[config.mk]
export PLATFORM = sky130hd
export DESIGN_NAME = scl_clock_gen
export DESIGN_NICKNAME = d
export VERILOG_FILES = /design/src/rtl/scl_clock_pkg.sv /design/src/rtl/scl_clock_dp.sv /design/src/rtl/scl_clock_ctl.sv /design/src/rtl/scl_clock_gen.sv
export SDC_FILE = /design/constraint.sdc
export NUM_CORES = 1
export LEC_CHECK = 0
export CORE_MARGIN = 2
export CORE_UTILIZATION = 55
export DETAILED_ROUTE_END_ITERATION = 6
export PLACE_DENSITY = 0.8
export SKIP_LAST_GASP = 1
export SLEW_MARGIN = 10
export SYNTH_ARGS = -nofsm -noshare
export SYNTH_HDL_FRONTEND = slang
export SYNTH_SLANG_ARGS = --single-unit
[constraint.sdc]
create_clock -name clk -period 5 [get_ports clk]
set_input_delay 1 -clock clk [delete_from_list [all_inputs] [get_ports clk]]
set_output_delay 1 -clock clk [all_outputs]
set_load 0.1 [all_outputs]
[src/rtl/scl_clock_pkg.sv]
package scl_clock_pkg;
  // Strobes from the control part to the counting datapath.
  typedef struct packed {
    logic run;    // prescaler may advance
    logic load;   // capture both half counts and restart the phase count
    logic count;  // advance the phase count by one reference tick
  } dpCtlT;
endpackage

[src/rtl/scl_clock_dp.sv]
module scl_clock_dp
  import scl_clock_pkg::*;
#(
  parameter int PRE_W  = 7,
  parameter int HALF_W = 8
) (
  input  logic                clk,
  input  logic                rstN,
  input  dpCtlT               ctl,
  input  logic [PRE_W-1:0]    prescaleVal,
  input  logic [2*HALF_W-1:0] divWord,
  input  logic                levelSel,
  output logic                refTick,
  output logic                phaseEnd
);
  localparam int NUM_HALF = 2;

  logic [PRE_W-1:0]  effPre;
  logic [PRE_W-1:0]  preCnt;
  logic [HALF_W-1:0] phCnt;
  logic [HALF_W-1:0] curLim;
  logic [HALF_W-1:0] halfFix [NUM_HALF];
  logic [HALF_W-1:0] limReg  [NUM_HALF];

  // Zero prescale stands for one so the prescaler never stalls.
  assign effPre = (prescaleVal == '0) ? PRE_W'(1) : prescaleVal;

  always_ff @(posedge clk or negedge rstN) begin
    if (!rstN) begin
      preCnt  <= '0;
      refTick <= 1'b0;
    end else if (!ctl.run) begin
      preCnt  <= '0;
      refTick <= 1'b0;
    end else if (preCnt >= effPre - PRE_W'(1)) begin
      preCnt  <= '0;
      refTick <= 1'b1;
    end else begin
      preCnt  <= preCnt + PRE_W'(1);
      refTick <= 1'b0;
    end
  end

  // Index 1 is the high phase (upper byte), index 0 the low phase.
  for (genvar g = 0; g < NUM_HALF; g++) begin : gHalf
    assign halfFix[g] = (divWord[g*HALF_W +: HALF_W] == '0) ?
                        HALF_W'(1) : divWord[g*HALF_W +: HALF_W];

    always_ff @(posedge clk or negedge rstN) begin
      if (!rstN)         limReg[g] <= HALF_W'(1);
      else if (ctl.load) limReg[g] <= halfFix[g];
    end
  end

  always_ff @(posedge clk or negedge rstN) begin
    if (!rstN)          phCnt <= '0;
    else if (ctl.load)  phCnt <= '0;
    else if (ctl.count) phCnt <= phCnt + HALF_W'(1);
  end

  assign curLim   = levelSel ? limReg[1] : limReg[0];
  assign phaseEnd = (phCnt >= curLim - HALF_W'(1));
endmodule

[src/rtl/scl_clock_ctl.sv]
module scl_clock_ctl
  import scl_clock_pkg::*;
(
  input  logic  clk,
  input  logic  rstN,
  input  logic  enable,
  input  logic  fastMode,
  input  logic  refTick,
  input  logic  phaseEnd,
  output dpCtlT ctl,
  output logic  sclLevel,
  output logic  riseStb,
  output logic  fallStb,
  output logic  fastActive
);
  logic active;
  logic startUp;
  logic boundary;

  always_comb begin
    startUp   = enable && !active;
    boundary  = enable && active && refTick && phaseEnd;
    ctl.run   = enable;
    ctl.load  = startUp || boundary;
    ctl.count = enable && active && refTick && !phaseEnd;
  end

  always_ff @(posedge clk or negedge rstN) begin
    if (!rstN) begin
      active     <= 1'b0;
      sclLevel   <= 1'b1;
      riseStb    <= 1'b0;
      fallStb    <= 1'b0;
      fastActive <= 1'b0;
    end else if (!enable) begin
      active     <= 1'b0;
      sclLevel   <= 1'b1;
      riseStb    <= 1'b0;
      fallStb    <= 1'b0;
      fastActive <= 1'b0;
    end else begin
      active  <= 1'b1;
      riseStb <= boundary && !sclLevel;
      fallStb <= boundary && sclLevel;
      if (startUp)       sclLevel <= 1'b1;
      else if (boundary) sclLevel <= !sclLevel;
      if (ctl.load) fastActive <= fastMode;
    end
  end
endmodule

[src/rtl/scl_clock_gen.sv]
module scl_clock_gen
  import scl_clock_pkg::*;
#(
  parameter int PRE_W  = 7,
  parameter int HALF_W = 8
) (
  input  logic                clk,
  input  logic                rstN,
  input  logic [PRE_W-1:0]    prescaleVal,
  input  logic [2*HALF_W-1:0] divWord,
  input  logic                enable,
  input  logic                fastMode,
  output logic                refTick,
  output logic                sclLevel,
  output logic                riseStb,
  output logic                fallStb,
  output logic                fastActive
);
  dpCtlT dpCtl;
  logic  phaseEnd;

  scl_clock_ctl u_ctl (
    .clk(clk), .rstN(rstN), .enable(enable), .fastMode(fastMode),
    .refTick(refTick), .phaseEnd(phaseEnd), .ctl(dpCtl),
    .sclLevel(sclLevel), .riseStb(riseStb), .fallStb(fallStb),
    .fastActive(fastActive)
  );

  scl_clock_dp #(.PRE_W(PRE_W), .HALF_W(HALF_W)) u_dp (
    .clk(clk), .rstN(rstN), .ctl(dpCtl), .prescaleVal(prescaleVal),
    .divWord(divWord), .levelSel(sclLevel), .refTick(refTick),
    .phaseEnd(phaseEnd)
  );
endmodule

==> summary.md <==
| Metric | Value |
|---|---|
| Post-layout min period | `~3800 ps` |
| Pins Over Slew Limit | `0` |
| Worst Setup End Kind | `flop` |
| Core area | `4060 µm²` |
| H-tree depth | `2` |
| Final net count | `slightly below 300` |
| Hold path cells | `2` |
| Worst relative slew slack | `0.343` |
| Outcome | `completed` |
| Reg clk slew, reported paths | `about 70 ps` |
| Row cnt | `23` |
| Fin area | `2760 µm²` |
| Placed inst area | `2670 µm²` |
| Number of buffers created by CTS | `5` |
| Ant. Diodes | `0` |
| Worst-margin pin slew | `between 900 and 1000 ps` |
| Clock sinks | `37` |
| Pre-antenna DRT Iters | `5` |
| Final hold violation count | `0` |
| Initial antenna violation count | `0` |
| DRC Markers | `0` |
| Syn_area_per_cell | `10.8 µm²` |
| IO Pins | `32` |
| CTS root buf | `clkbuf_8` |
| Aggregate global routing overflow | `0` |
| Warnings, synthesis | `0` |
| Synth cell types | `39` |
| Area Growth Syn to Fin | `17.6%` |
| Kind of critical path | `flop to flop` |
| First-pass GRT wire length | `approximately 7500 µm` |
| Post-synth net total | `around 260` |
| Routed Antenna Nets | `0` |
| Reg2reg setup slack | `between 1000 and 1500 ps` |
| WHS | `around 490 ps` |
| Asr flop ratio synth | `1.00` |
| Share of cells above drive strength 1 | `0.128` |
| Top FF cell, synth | `dfrtp_1` |
| Post-CTS resize count | `0` |
| Setup Viol. Count Final | `0` |
| Most frequent cells in the layout | `dfrtp_1 (34), clkdlybuf4s50_1 (31), nor2_1 (19), ha_1 (19), xor2_1 (15)` |
| CTS tree | `built` |
| Routed via count | `~1700` |
| Die height | `between 60 and 70 µm` |
| Clock Skew | `~4.6 ps` |
| Hold Path Class | `flop to flop` |
| Utilization after layout | `0.679` |
| R2R Path Start | `u_ctl.sclLevel` |
| R2R depth | `11` |
| Die area | `around 4800 µm²` |
| Worst-case clock buffer depth | `2` |
| Routability congestion estimate | `0.880` |
| Die width | `69.3 µm` |
| Number of port buffers | `31` |
| Largest net degree at the start of global routing | `38` |
| Min-delay src | `u_dp.limReg[0]` |
| Clk_lat worst skew | `about 280 ps` |
| Syn Inst Count | `roughly 220` |
| Seq cells post-synth | `37` |
| Cells after DPL | `approximately 290` |
| LEAKAGE | `between 1 and 1.5 nW` |
| Global-route usage over all layers | `0.188` |
| Vias in the first global route | `between 1500 and 2000` |
| Setup bufs post-CTS | `0` |
| Setup TNS Final | `0 ps` |
| Max-cap viol count | `0` |
| Worst path required time | `between 5000 and 6000 ps` |
| Max FO, Critical Path | `22` |
| Detailed placement HPWL | `between 3000 and 4000 µm` |
| VDD IR max | `0.000228 V` |
| Final worst path period share | `0.758` |
| DR WL/cell | `14.5 µm` |
| CP Launch Type | `flop` |
| Fmax | `about 0.26 GHz` |
| Non-filler cells, final | `300` |
| Seq/Total Area, Yosys | `0.397` |
| DRT iter0 DRCs | `78` |
| Reg2Reg Capture Point | `u_dp.limReg[15]` |
| Power Dens Cells | `256 nW/µm²` |
| Final wirelength | `between 4000 and 5000 µm` |
| Starting Density | `0.578` |
| WHS Endpoint | `u_dp.limReg[0]` |
| Vias per cell | `around 5.6` |
| RSZ-0062 raised after global routing | `no` |
| Post-Syn Area | `approximately 2300 µm²` |
| Hold Buf Count CTS | `0` |
| Worst EP arrival | `a little under 4000 ps` |
| EDFF count, synth | `0` |
| Most common cell after layout, fill and taps aside | `dfrtp_1` |
cells by family (layout without fill, tap and decap cells):
| group | after synthesis | count (layout) | share of synthesized area |
|---|---|---|---|
| compound gates | 33 | 33 | 0.110 |
| flops | 37 | 37 | 0.397 |
| xor+xnor | 21 | 21 | 0.0785 |
| fa+ha+maj | 19 | 19 | 0.101 |
| simple gates | 68 | 68 | 0.145 |
| buf+inv | 13 | 47 | 0.0347 |
| mux | 25 | 25 | 0.133 |
worst max path at each step:
stage                         startpoint         endpoint  cells past startpoint
after detailed placement  u_ctl.sclLevel  u_dp.limReg[15]                     11
final                     u_ctl.sclLevel  u_dp.limReg[15]                     11
after CTS                 u_ctl.sclLevel  u_dp.limReg[15]                     11
after global placement    u_ctl.sclLevel   u_dp.limReg[7]                     11
after global routing      u_ctl.sclLevel  u_dp.limReg[15]                     11
after floorplan           u_ctl.sclLevel   u_dp.limReg[5]                     14
report_power, final:
part | internal [mW] | switching (mW)
Combinational | 0.0888 | 0.0697
Sequential | 0.324 | 0.0231
Clock | 0.0961 | 0.104
flip-flops by register name, summed over array words and instances (netlist names):
signal / flops
u_ctl.fallStb: 1
u_dp.refTick: 1
u_dp.phCnt: 8
u_ctl.sclLevel: 1
u_dp.limReg: 16
u_dp.preCnt: 7
u_ctl.riseStb: 1
u_ctl.fastActive: 1
u_ctl.active: 1
worst max-delay path, stage by stage, from the launching register on:
cell     delay, ps
dfstp_2        800
mux2i_1        290
ha_1           220
nand2_1        100
nor2_1         160
xor2_1          90
ha_1           290
and3_1         190
nand2_1         70
o31a_4         390
o22ai_4        650
mux2_2         410
layer usage:
layer | GRT usage | vias up | part of all wire
met5 | 0 | - | 0
met4 | 0.0327 | 0 | 0.0030
met3 | 0.0465 | 2 | 0.038
met2 | 0.309 | 29 | 0.48
met1 | 0.255 | 792 | 0.47
li1 | - | 843 | -
cell type report:
class / count / area (µm²)
multi-input combinational: 166 / 1330
fill: 318 / 1300
sequential: 37 / 930
timing repair buffer: 32 / 318
clock buffer: 5 / 68.8
tap: 50 / 62.6
inverter: 7 / 26.3
clock inverter: 3 / 17.5
stage by stage:
stage          worst slack, ps  power, mW
3_5_place_dp              1190      0.512
6_report                  1210      0.706
3_3_place_gp              1290      0.507
4_1_cts                   1170      0.712
5_1_grt                    983      0.744
2_1_floorplan             1070      0.460
synthesized netlist by cell type, types with 2 or more instances:
master | n | area, µm²
and3_1 | 5 | 31.3
a211oi_1 | 6 | 45.0
mux2_4 | 12 | 180
nor3b_1 | 2 | 15.0
nand3b_1 | 2 | 15.0
mux2i_1 | 11 | 110
nand2_1 | 13 | 48.8
ha_1 | 19 | 238
nor3_1 | 10 | 50.1
buf_1 | 2 | 7.51
nor4_1 | 2 | 12.5
nand3_1 | 6 | 30.0
inv_1 | 7 | 26.3
dfrtp_1 | 34 | 851
a21oi_1 | 13 | 65.1
a21o_1 | 2 | 15.0
xnor2_1 | 6 | 52.6
nand2b_1 | 2 | 12.5
buf_6 | 2 | 22.5
o21a_1 | 2 | 15.0
mux2_2 | 2 | 22.5
dfstp_2 | 3 | 78.8
xor2_1 | 15 | 131
nand4_1 | 3 | 18.8
nor2_1 | 19 | 71.3
o21ai_0 | 3 | 15.0
(Power assumes the default switching activity.)
